===== config.mk =====
export PLATFORM = sky130hd
export DESIGN_NAME = mdio_mgmt_master
export DESIGN_NICKNAME = d
export VERILOG_FILES = /design/src/rtl/mdio_pkg.sv /design/src/rtl/mdio_mdc_gen.sv /design/src/rtl/mdio_frame_seq.sv /design/src/rtl/mdio_mgmt_master.sv
export SDC_FILE = /design/constraint.sdc
export NUM_CORES = 1
export LEC_CHECK = 0
export ABC_AREA = 1
export BUFFER_PORTS_ARGS = -buffer_cell sky130_fd_sc_hd__buf_2
export CELL_PAD_IN_SITES_DETAIL_PLACEMENT = 1
export CELL_PAD_IN_SITES_GLOBAL_PLACEMENT = 2
export CORE_ASPECT_RATIO = 0.7
export CORE_UTILIZATION = 26
export DETAILED_ROUTE_END_ITERATION = 7
export PLACE_DENSITY = 0.73
export SYNTH_ARGS = -nofsm -noshare
export SYNTH_HDL_FRONTEND = slang
export SYNTH_SLANG_ARGS = --single-unit

===== constraint.sdc =====
create_clock -name clk -period 5.8 [get_ports clk]
set_clock_uncertainty 0.1 [all_clocks]
set_input_delay 0.29 -clock clk [delete_from_list [all_inputs] [get_ports clk]]
set_output_delay 0.29 -clock clk [all_outputs]
set_load 0.01 [all_outputs]

===== src/rtl/mdio_pkg.sv =====
package mdio_pkg;
  localparam logic [1:0] ADDR_FRAME = 2'd0;
  localparam logic [1:0] ADDR_EVENT = 2'd1;
  localparam logic [1:0] ADDR_MASK  = 2'd2;
  localparam logic [1:0] ADDR_SPEED = 2'd3;
  localparam logic [1:0] OP_READ    = 2'b10;
  localparam int         FRAME_W    = 32;
  localparam int         DATA_W     = 16;
endpackage


===== src/rtl/mdio_mdc_gen.sv =====
module mdio_mdc_gen #(
  parameter int SPD_W = 6
) (
  input  logic             clk,
  input  logic             rst,
  input  logic             run,
  input  logic [SPD_W-1:0] speed,
  output logic             mdc,
  output logic             rise,
  output logic             fall
);
  logic [SPD_W-1:0] cnt;
  logic             tick;

  assign tick = run && (speed != '0) && (cnt >= speed - 1'b1);
  assign rise = tick && !mdc;
  assign fall = tick && mdc;

  always_ff @(posedge clk) begin
    if (rst || !run || speed == '0) begin
      cnt <= '0;
      mdc <= 1'b0;
    end else if (tick) begin
      cnt <= '0;
      mdc <= ~mdc;
    end else begin
      cnt <= cnt + 1'b1;
    end
  end

  a_r8_mdc_off: assert property (@(posedge clk) disable iff (rst)
    (speed == '0) |=> !mdc);
  a_r2_idle_low: assert property (@(posedge clk) disable iff (rst)
    !run |=> !mdc);
endmodule


===== src/rtl/mdio_frame_seq.sv =====
module mdio_frame_seq
  import mdio_pkg::*;
#(
  parameter int PRE_LEN = 32
) (
  input  logic               clk,
  input  logic               rst,
  input  logic               start,
  input  logic [FRAME_W-1:0] frame_in,
  input  logic               rise,
  input  logic               fall,
  input  logic               mdio_i,
  output logic               active,
  output logic               mdio_o,
  output logic               mdio_oe,
  output logic [DATA_W-1:0]  rdata,
  output logic               done
);
  localparam int TOTAL   = PRE_LEN + FRAME_W;
  localparam int IDX_W   = $clog2(TOTAL + 1);
  localparam int TA_POS  = PRE_LEN + 14;
  localparam int DAT_POS = PRE_LEN + 16;

  logic [FRAME_W-1:0] frame_q;
  logic               rd_mode;
  logic [IDX_W-1:0]   idx;
  logic [IDX_W-1:0]   nxt;

  assign nxt  = idx + 1'b1;
  assign done = active && fall && (int'(idx) == TOTAL - 1);

  function automatic logic stream_bit(input logic [IDX_W-1:0] k,
                                      input logic [FRAME_W-1:0] f);
    int pos;
    if (int'(k) < PRE_LEN) return 1'b1;
    pos = FRAME_W - 1 - (int'(k) - PRE_LEN);
    return f[pos[4:0]];
  endfunction

  always_ff @(posedge clk) begin
    if (rst) begin
      active  <= 1'b0;
      idx     <= '0;
      frame_q <= '0;
      rd_mode <= 1'b0;
      mdio_o  <= 1'b1;
      mdio_oe <= 1'b0;
      rdata   <= '0;
    end else if (start && !active) begin
      active  <= 1'b1;
      idx     <= '0;
      frame_q <= frame_in;
      rd_mode <= (frame_in[29:28] == OP_READ);
      mdio_o  <= (PRE_LEN > 0) ? 1'b1 : frame_in[FRAME_W-1];
      mdio_oe <= 1'b1;
      rdata   <= '0;
    end else if (active) begin
      if (rise && rd_mode && int'(idx) >= DAT_POS)
        rdata <= {rdata[DATA_W-2:0], mdio_i};
      if (fall) begin
        if (int'(idx) == TOTAL - 1) begin
          active  <= 1'b0;
          mdio_oe <= 1'b0;
          mdio_o  <= 1'b1;
        end else begin
          idx     <= nxt;
          mdio_o  <= stream_bit(nxt, frame_q);
          mdio_oe <= !(rd_mode && int'(nxt) >= TA_POS);
        end
      end
    end
  end

  // MDIO moves only together with a falling MDC
  a_r2_mdio_on_fall: assert property (@(posedge clk) disable iff (rst)
    ($past(active) && active && (mdio_o != $past(mdio_o))) |-> $past(fall));
  a_r3_write_driven: assert property (@(posedge clk) disable iff (rst)
    (active && !rd_mode) |-> mdio_oe);
  a_r4_ta_released: assert property (@(posedge clk) disable iff (rst)
    (active && rd_mode && int'(idx) >= TA_POS) |-> !mdio_oe);
endmodule


===== src/rtl/mdio_mgmt_master.sv =====
module mdio_mgmt_master
  import mdio_pkg::*;
#(
  parameter int PRE_LEN = 32,
  parameter int SPD_W   = 6
) (
  input  logic        clk,
  input  logic        rst,
  input  logic        wr_en,
  input  logic [1:0]  wr_addr,
  input  logic [31:0] wr_data,
  input  logic [1:0]  rd_addr,
  output logic [31:0] rd_data,
  output logic        mdc,
  input  logic        mdio_i,
  output logic        mdio_o,
  output logic        mdio_oe,
  output logic        busy,
  output logic        irq
);
  logic [FRAME_W-1:0] frame_q;
  logic [SPD_W-1:0]   speed_q;
  logic               mask_q;
  logic               ev_done;
  logic               ev_next;
  logic               mask_next;
  logic               seq_done;
  logic               seq_active;
  logic               rise_p;
  logic               fall_p;
  logic [DATA_W-1:0]  seq_rdata;
  logic               wr_frame;
  logic               start;

  assign wr_frame = wr_en && (wr_addr == ADDR_FRAME);
  assign start    = wr_frame && !seq_active && (speed_q != '0);
  assign busy     = seq_active;

  mdio_mdc_gen #(.SPD_W(SPD_W)) mdc_gen_i (
    .clk   (clk),
    .rst   (rst),
    .run   (seq_active),
    .speed (speed_q),
    .mdc   (mdc),
    .rise  (rise_p),
    .fall  (fall_p)
  );

  mdio_frame_seq #(.PRE_LEN(PRE_LEN)) seq_i (
    .clk      (clk),
    .rst      (rst),
    .start    (start),
    .frame_in (wr_data),
    .rise     (rise_p),
    .fall     (fall_p),
    .mdio_i   (mdio_i),
    .active   (seq_active),
    .mdio_o   (mdio_o),
    .mdio_oe  (mdio_oe),
    .rdata    (seq_rdata),
    .done     (seq_done)
  );

  always_comb begin
    ev_next = ev_done;
    if (wr_en && wr_addr == ADDR_EVENT && wr_data[0]) ev_next = 1'b0;
    if (seq_done) ev_next = 1'b1;
    mask_next = mask_q;
    if (wr_en && wr_addr == ADDR_MASK) mask_next = wr_data[0];
  end

  always_ff @(posedge clk) begin
    if (rst) begin
      frame_q <= '0;
      speed_q <= '0;
      mask_q  <= 1'b0;
      ev_done <= 1'b0;
      irq     <= 1'b0;
      rd_data <= '0;
    end else begin
      ev_done <= ev_next;
      mask_q  <= mask_next;
      irq     <= ev_next && mask_next;
      if (wr_en && wr_addr == ADDR_SPEED) speed_q <= wr_data[SPD_W-1:0];
      if (start)
        frame_q <= wr_data;
      else if (seq_done && frame_q[29:28] == OP_READ)
        frame_q[DATA_W-1:0] <= seq_rdata;
      unique case (rd_addr)
        ADDR_FRAME: rd_data <= frame_q;
        ADDR_EVENT: rd_data <= {31'd0, ev_done};
        ADDR_MASK:  rd_data <= {31'd0, mask_q};
        default:    rd_data <= {{(32-SPD_W){1'b0}}, speed_q};
      endcase
    end
  end

  a_r9_busy_write_dropped: assert property (@(posedge clk) disable iff (rst)
    (busy && wr_frame && !seq_done) |=> $stable(frame_q));
  a_r5_done_at_end: assert property (@(posedge clk) disable iff (rst)
    $fell(busy) |-> ev_done);
  a_r8_no_start_when_off: assert property (@(posedge clk) disable iff (rst)
    (wr_frame && !busy && speed_q == '0) |=> !busy);
endmodule


==> results.toml, run 1 <==
[floorplanning]
rows = 44
fp.coreArea_sq_um = 20870
start_util_pct = 26.72
die_area_sq_um = 22040
die_h_microns = 124.5
fp.dieW_microns = 177.0
ios = 77

[critical_path]
cp_data_required_time_ps = 6050
endpoint = "seq_i.rdata[4]"
cpLargestDelayFamily = "buffers and inverters"
ff2ff_path_depth = 8
cp_cell_sequence = "inv_1, ha_1, nand3_2, nand2_4, nand2_2, inv_1, o21ai_0, a21oi_1"
arrival_ps = 3340
r2r-end = "seq_i.rdata[4]"
worstReg2RegStart = "speed_q[0]"
path_depth = 8
critical_path_class = "flip-flop to flip-flop"
cp-startpoint = "speed_q[0]"
cp_common_cell = "inv_1"
crit_fanout = 39
critPathMaxStageDelay_ps = 960
cp_num_buf_inv = 2
crit_path_end_kind = "flip-flop"
regToRegSetupSlack_ps = 2710
cp_slowest_cell = "inv_1"
cp-start-kind = "flip-flop"

[detailed_routing]
drt-total-wl_microns = 15080
postRouteAntennaNets = 0
drt-wirelength-per-cell_microns = 14.36
vias = 4658
dr.pass1.iters = 4
drc = 0
via_per_inst = 4.436
dr.first_iter.drc_count = 247

[cells_and_area]
drive_above_1_share_pct = 17.44
n_antenna_cell = 0
fin_area_sq_um = 6769
multi_input_area_sq_um = 2243
nNetsFinal = 814
fin_cells = 1050
mostFrequentLayoutCells = "139 x dfxtp_1, 117 x nand2_1, 89 x inv_1"
regArea_sq_um = 2783
mostFrequentLayoutCell = "dfxtp_1"
nFillCells = 2535
area_delta_synth_final_pct = 21.44

[placement]
place.gp.congestion = 0.7274
numPlacedInstances = 1019
numPortBuffers = 76
placed_cell_area_sq_um = 6135
dp_hpwl_microns = 10360

[synthesis]
synth_area_sq_um = 5574
ys_ff_latch = 139
yosysWarnings = 0
synth_ff_type = "dfxtp_1"
avgSynthCellArea_sq_um = 7.963
ys_seq_area_share_pct = 49.92
async_flop_share_pct = 0
synthCells = 700
synth_cell_types = 40
synth_edf_count = 0
syn-num-nets = 752

[clock_tree]
path_clk_slew_ps = 60
cts_tree = "done"
root_buffer = "clkbuf_16"
cts.path.max_buffers = 2
htree_levels = 4
cts_resized = 0
cts_sinks = 139
postCtsSetupBuffers = 0
hold_buffers = 0
cts_buffers = 17
worstSkewPairLatency_ps = 420

[timing]
fmax_mhz = 323.6
drv_slew = 0
min_period_ps = 3090
setup_tns_ps = 0
setup_viol = 0
hold_violations = 0
tightest_slew_ps = 1040
period_share_pct = 53.27
slew_headroom_pct = 30.58
rsz0062_at_grt = "no"

[global_routing]
grt_pass1_vias = 4667
antenna_found_initial = 0
grt_start_max_net_pins = 48
grt_overflow = 0
grt_usage_pct = 14.61
grt_pass1_wl_microns = 24900

[power]
irDropWorstVdd_mv = 0.2032
power.total_uw = 2259
leakage_uw = 0.002748
powerDensity_nw_per_um2 = 333.7

[min_path]
hold-path-cell-count = 2
hp-class = "input pin to flip-flop"

[run_status]
status = "finished, final reports clean"

[run]
maxCapViolCount = 0
==> metal layers <==
metal  routed length [microns]  up-vias  part of all wire (%)  global-route usage [%]
li1                          -     2417                     -                       -
met5                         0        -                     0                       0
met2                      6213       61                    41                   20.89
met4                       182        0                   1.2                   4.108
met3                       517       14                   3.4                   3.816
met1                      8166     2166                    54                   21.27
==> where the power goes <==
part           internal (uW)  switching [uW]
sequential               971            8.13
combinational           34.6            76.8
clock                    750             418
==> flip-flops by register name, summed over array words and instances, names as in the netlist, 6 cells and up <==
register       count
frame_q           32
rd_data           32
seq_i.frame_q     32
seq_i.rdata       16
seq_i.idx          7
mdc_gen_i.cnt      6
speed_q            6
==> Yosys cell counts, types with 2 or more instances <==
cell | instances | area (sq um)
nor3b_1 | 3 | 22.52
nor2_1 | 35 | 131.4
buf_2 | 14 | 70.07
nor3_1 | 19 | 95.09
xor2_1 | 6 | 52.55
nand3_2 | 3 | 30.03
a21oi_2 | 4 | 35.03
buf_4 | 3 | 22.52
clkbuf_1 | 12 | 45.04
nand2_2 | 4 | 25.02
o21ai_1 | 8 | 40.04
nand3_1 | 63 | 315.3
nand4_1 | 6 | 37.54
nand2_1 | 117 | 439.2
o211ai_1 | 11 | 82.58
o21ai_0 | 70 | 350.3
nor2_2 | 3 | 18.77
buf_1 | 3 | 11.26
a21oi_1 | 47 | 235.2
o22ai_1 | 8 | 50.05
ha_1 | 12 | 150.1
buf_6 | 3 | 33.78
inv_1 | 89 | 334.1
dfxtp_1 | 139 | 2783
inv_2 | 2 | 7.510
xnor2_1 | 2 | 17.52
==> area by class of cell <==
cell class,count,area share [%]
Clock inverter,11,2.477
Multi-Input combinational cell,431,33.14
Timing Repair Buffer,79,5.952
Clock buffer,20,6.895
Sequential cell,139,41.11
Tap cell,276,5.102
Inverter,94,5.323
==> cell families after synthesis <==
logic type / synth area share [%]
buffers and inverters: 9.832
adders and majority gates: 2.694
and+or+nand+nor: 21.64
xor gates and xnor gates: 1.257
AOI/OAI and AO/OA: 14.66
DFF: 49.92
==> worst min path at each step <==
stage / start / end / slack (ps)
floorplan: wr_data[28] / seq_i.rd_mode / 300
global placement: seq_i.frame_q[18] / seq_i.frame_q[18] / 330
detailed placement: seq_i.frame_q[30] / seq_i.frame_q[30] / 330
CTS: wr_data[28] / seq_i.rd_mode / 0.8
global route: wr_data[28] / seq_i.rd_mode / 10
finish: wr_data[28] / seq_i.rd_mode / 20
==> metrics by stage <==
stage	util [%]	hold WS (ps)	setup slack [ps]
2_1_floorplan	-	296.1	3509
3_3_place_gp	29.40	326.3	2702
3_5_place_dp	29.40	329.1	2631
4_1_cts	32.44	0.8230	2619
5_1_grt	32.44	12.20	2276
6_report	32.44	21.21	2710
==> worst register-to-register path, delay by kind of cell (launching register included) <==
| family | cells | cell delay [ps] |
|---|---|---|
| buffers and inverters | 2 | 1110 |
| AOI/OAI and AO/OA | 2 | 430 |
| and+or+nand+nor | 3 | 860 |
| DFF | 1 | 310 |
| adders and majority gates | 1 | 200 |
No activity file was read; power rests on OpenSTA's default activity.
==> run 2, diff against run 1 <==
--- a/config.mk
+++ b/config.mk
@@ -5,14 +5,14 @@
 export SDC_FILE = /design/constraint.sdc
 export NUM_CORES = 1
 export LEC_CHECK = 0
-export ABC_AREA = 1
+export ABC_AREA = 0
 export BUFFER_PORTS_ARGS = -buffer_cell sky130_fd_sc_hd__buf_2
 export CELL_PAD_IN_SITES_DETAIL_PLACEMENT = 1
 export CELL_PAD_IN_SITES_GLOBAL_PLACEMENT = 2
 export CORE_ASPECT_RATIO = 0.7
 export CORE_UTILIZATION = 26
 export DETAILED_ROUTE_END_ITERATION = 7
-export PLACE_DENSITY = 0.73
+export PLACE_DENSITY = 0.72
 export SYNTH_ARGS = -nofsm -noshare
 export SYNTH_HDL_FRONTEND = slang
 export SYNTH_SLANG_ARGS = --single-unit
==> constraint.sdc (replaced) <==
create_clock -name clk -period 2.5 [get_ports clk]
set_clock_uncertainty 0.1 [all_clocks]
set_input_delay 0.125 -clock clk [delete_from_list [all_inputs] [get_ports clk]]
set_output_delay 0.125 -clock clk [all_outputs]
set_load 0.01 [all_outputs]
==> run 2 against run 1 <==
Net effect: the flow now finishes with violations (negative setup slack); clock power up 120%; design area up 11%; non-clock buffer count up 62; critical path depth up 3; critical endpoint is now seq_i.mdio_o; first-iteration DRC count down 8.9%; cell count down 6.0%; maximum frequency up 19%; critical path type unchanged; sequential share of layout area down 3.9 points.
==> results.toml, run 2 <==
[run_status]
status = "finished with violations"
violations = "negative setup slack"

[timing]
hold_violations = 0
min_period_ps = 2592
slew_headroom_pct = 44.01
drv_slew = 0
setup_viol = 34
whs_ps = 29.69
rsz0062_at_grt = "yes"
period_share_pct = 103.7
fmax_mhz = 385.8
fin_ws_ps = -91.96
tightest_slew_ps = 832.1

[synthesis]
synthTopCellsByArea = "dfxtp_1 51%, mux2i_1 7.5%, nand2_1 5.9%"
synth_ff_type = "dfxtp_1"
synthCells = 570
synthTopCellsByCount = "139 x dfxtp_1, 86 x nand2_1, 62 x nor2_1, 58 x a21oi_1, 41 x mux2i_1"
yosysWarnings = 0
avgSynthCellArea_sq_um = 9.634
synth_cell_types = 44
synth_area_sq_um = 5492
async_flop_share_pct = 0
ys_ff_latch = 139
ys_seq_area_share_pct = 50.67
synth_largest_area_cell = "dfxtp_1"
synth_top_cell_area_share_pct = 50.67
synth_most_common_cell = "dfxtp_1"
syn-num-nets = 622
synth_edf_count = 0

[placement]
numPortBuffers = 76
place.gp.congestion = 0.7686
numPlacedInstances = 915
dp_hpwl_microns = 10470

[clock_tree]
htree_levels = 4
cts_sinks = 139
cts_tree = "done"
cts.path.max_buffers = 2
path_clk_slew_ps = 60
worstSkewPairLatency_ps = 420
cts_buffers = 17
root_buffer = "clkbuf_16"

[detailed_routing]
drt-wirelength-per-cell_microns = 15.84
drc = 0
drt-total-wl_microns = 15630
postRouteAntennaNets = 0
dr.pass1.iters = 4
dr.first_iter.drc_count = 225
vias = 4465
via_per_inst = 4.524

[critical_path]
crit_fanout = 4
cp-start-kind = "flip-flop"
critical_path_class = "flip-flop to flip-flop"
arrival_ps = 2840
cp_data_required_time_ps = 2750
crit_path_end_kind = "flip-flop"

[cells_and_area]
mostFrequentLayoutCell = "dfxtp_1"
mostFrequentLayoutCells = "135 x dfxtp_1, 85 x nand2_1, 76 x buf_2"
regArea_sq_um = 2788
n_antenna_cell = 0
nFillCells = 2388
area_delta_synth_final_pct = 36.43
multi_input_area_sq_um = 2695
nNetsFinal = 751
fin_cells = 987
drive_above_1_share_pct = 26.02
top_regs = "frame_q (32), rd_data (32), seq_i.frame_q (32)"

[global_routing]
grt_overflow = 0
antenna_found_initial = 0
grt_pass1_wl_microns = 24420
grt_start_max_net_pins = 53
grt_usage_pct = 14.73
grt_pass1_vias = 4641

[run]
maxCapViolCount = 0

[floorplanning]
ios = 77
fp.coreArea_sq_um = 20700
rows = 44
start_util_pct = 26.53
fp.dieW_microns = 175.7
die_h_microns = 123.6
die_area_sq_um = 21720

[min_path]
hp-class = "input pin to flip-flop"

[power]
powerDensity_nw_per_um2 = 678.9
power.total_uw = 5086
irDropWorstVdd_mv = 0.4729
leakage_uw = 0.003158
==> run 2: changes by cell type in the layout (fill, tap and decap cells not counted), moves of 9 or more <==
cell / change
inv_1: -82
o21ai_0: -66
nand3_1: -58
mux2i_1: +39
dlygate4sd3_1: +35
nand2_1: -32
and2_1: +27
nor2_1: +25
buf_4: +19
a211oi_1: +16
nor3_1: -16
o211ai_1: -11
mux4_2: +9
==> run 2: final timing paths <==
| check | startpoint | to | slack, ps | cells past startpoint |
|---|---|---|---|---|
| worst min register to register | frame_q[20] | frame_q[20] | 350 | 2 |
| worst min-delay path | wr_en | ev_done | 30 | 4 |
| worst max register to register | speed_q[4] | seq_i.mdio_o | -90 | 11 |
| worst max-delay path | speed_q[4] | seq_i.mdio_o | -90 | 11 |
==> run 2: kinds of logic after synthesis <==
group                      count (synthesis)  synth area share, %
xor gates and xnor gates                  18                2.871
DFF                                      139                50.67
adders and majority gates                 12                2.734
and+or+nand+nor                          216                18.34
AOI/OAI and AO/OA                         94                10.28
buffers and inverters                     40                3.736
muxes                                     51                11.37
==> run 2: worst max-delay path, stage by stage, from the launching register on <==
cell	delay (ps)
dfxtp_2	320
or3_4	400
nor3_4	140
xnor2_1	90
ha_1	320
nand4_1	160
o221ai_4	280
buf_6	180
buf_12	110
nand3_4	90
nor3b_1	180
a31oi_1	150
==> run 2: layout make-up <==
class | instances | area share (%)
Clock buffer | 21 | 6.413
Clock inverter | 10 | 1.536
Inverter | 9 | 0.4509
Multi-Input combinational cell | 391 | 35.97
Sequential cell | 139 | 37.21
Tap cell | 276 | 4.609
Timing Repair Buffer | 141 | 13.81
==> run 2: metal layers <==
layer | global-route usage (%) | vias up | wire length (microns)
met3 | 4.090 | 21 | 575
li1 | - | 2193 | -
met4 | 5.870 | 0 | 234
met2 | 23.22 | 72 | 7142
met1 | 19.14 | 2179 | 7682
met5 | 0 | - | 0
==> run 2: power breakdown <==
| group | switching (uW) | internal [uW] | total [uW] |
|---|---|---|---|
| registers | 21.6 | 2250 | 2270 |
| logic | 158 | 130 | 289 |
| clock network | 960 | 1570 | 2530 |
| total | 1140 | 3950 | 5090 |
==> run 2: through the flow <==
stage               utilization (%)  setup WS, ps  area (sq um)  setup TNS, ps
finish                        36.19        -91.96          7492          -1765
detailed placement            30.41        -139.8          6295          -2191
floorplan                         -        -26.07          5509         -51.98
global placement              30.41         5.037          6295              0
CTS                           35.19        -45.51          7283         -310.9
global route                  36.19        -228.3          7492          -7454
==> run 2: what timing repair did <==
item / in CTS / in global routing
gates cloned: 0 / 1
buffers inserted: 3 / 2
hold endpoints to repair: 75 / 0
endpoints found under the setup margin: 39 / 64
pin swaps: 3 / 21
gates resized for setup: 5 / 36
hold buffers: 35 / 0
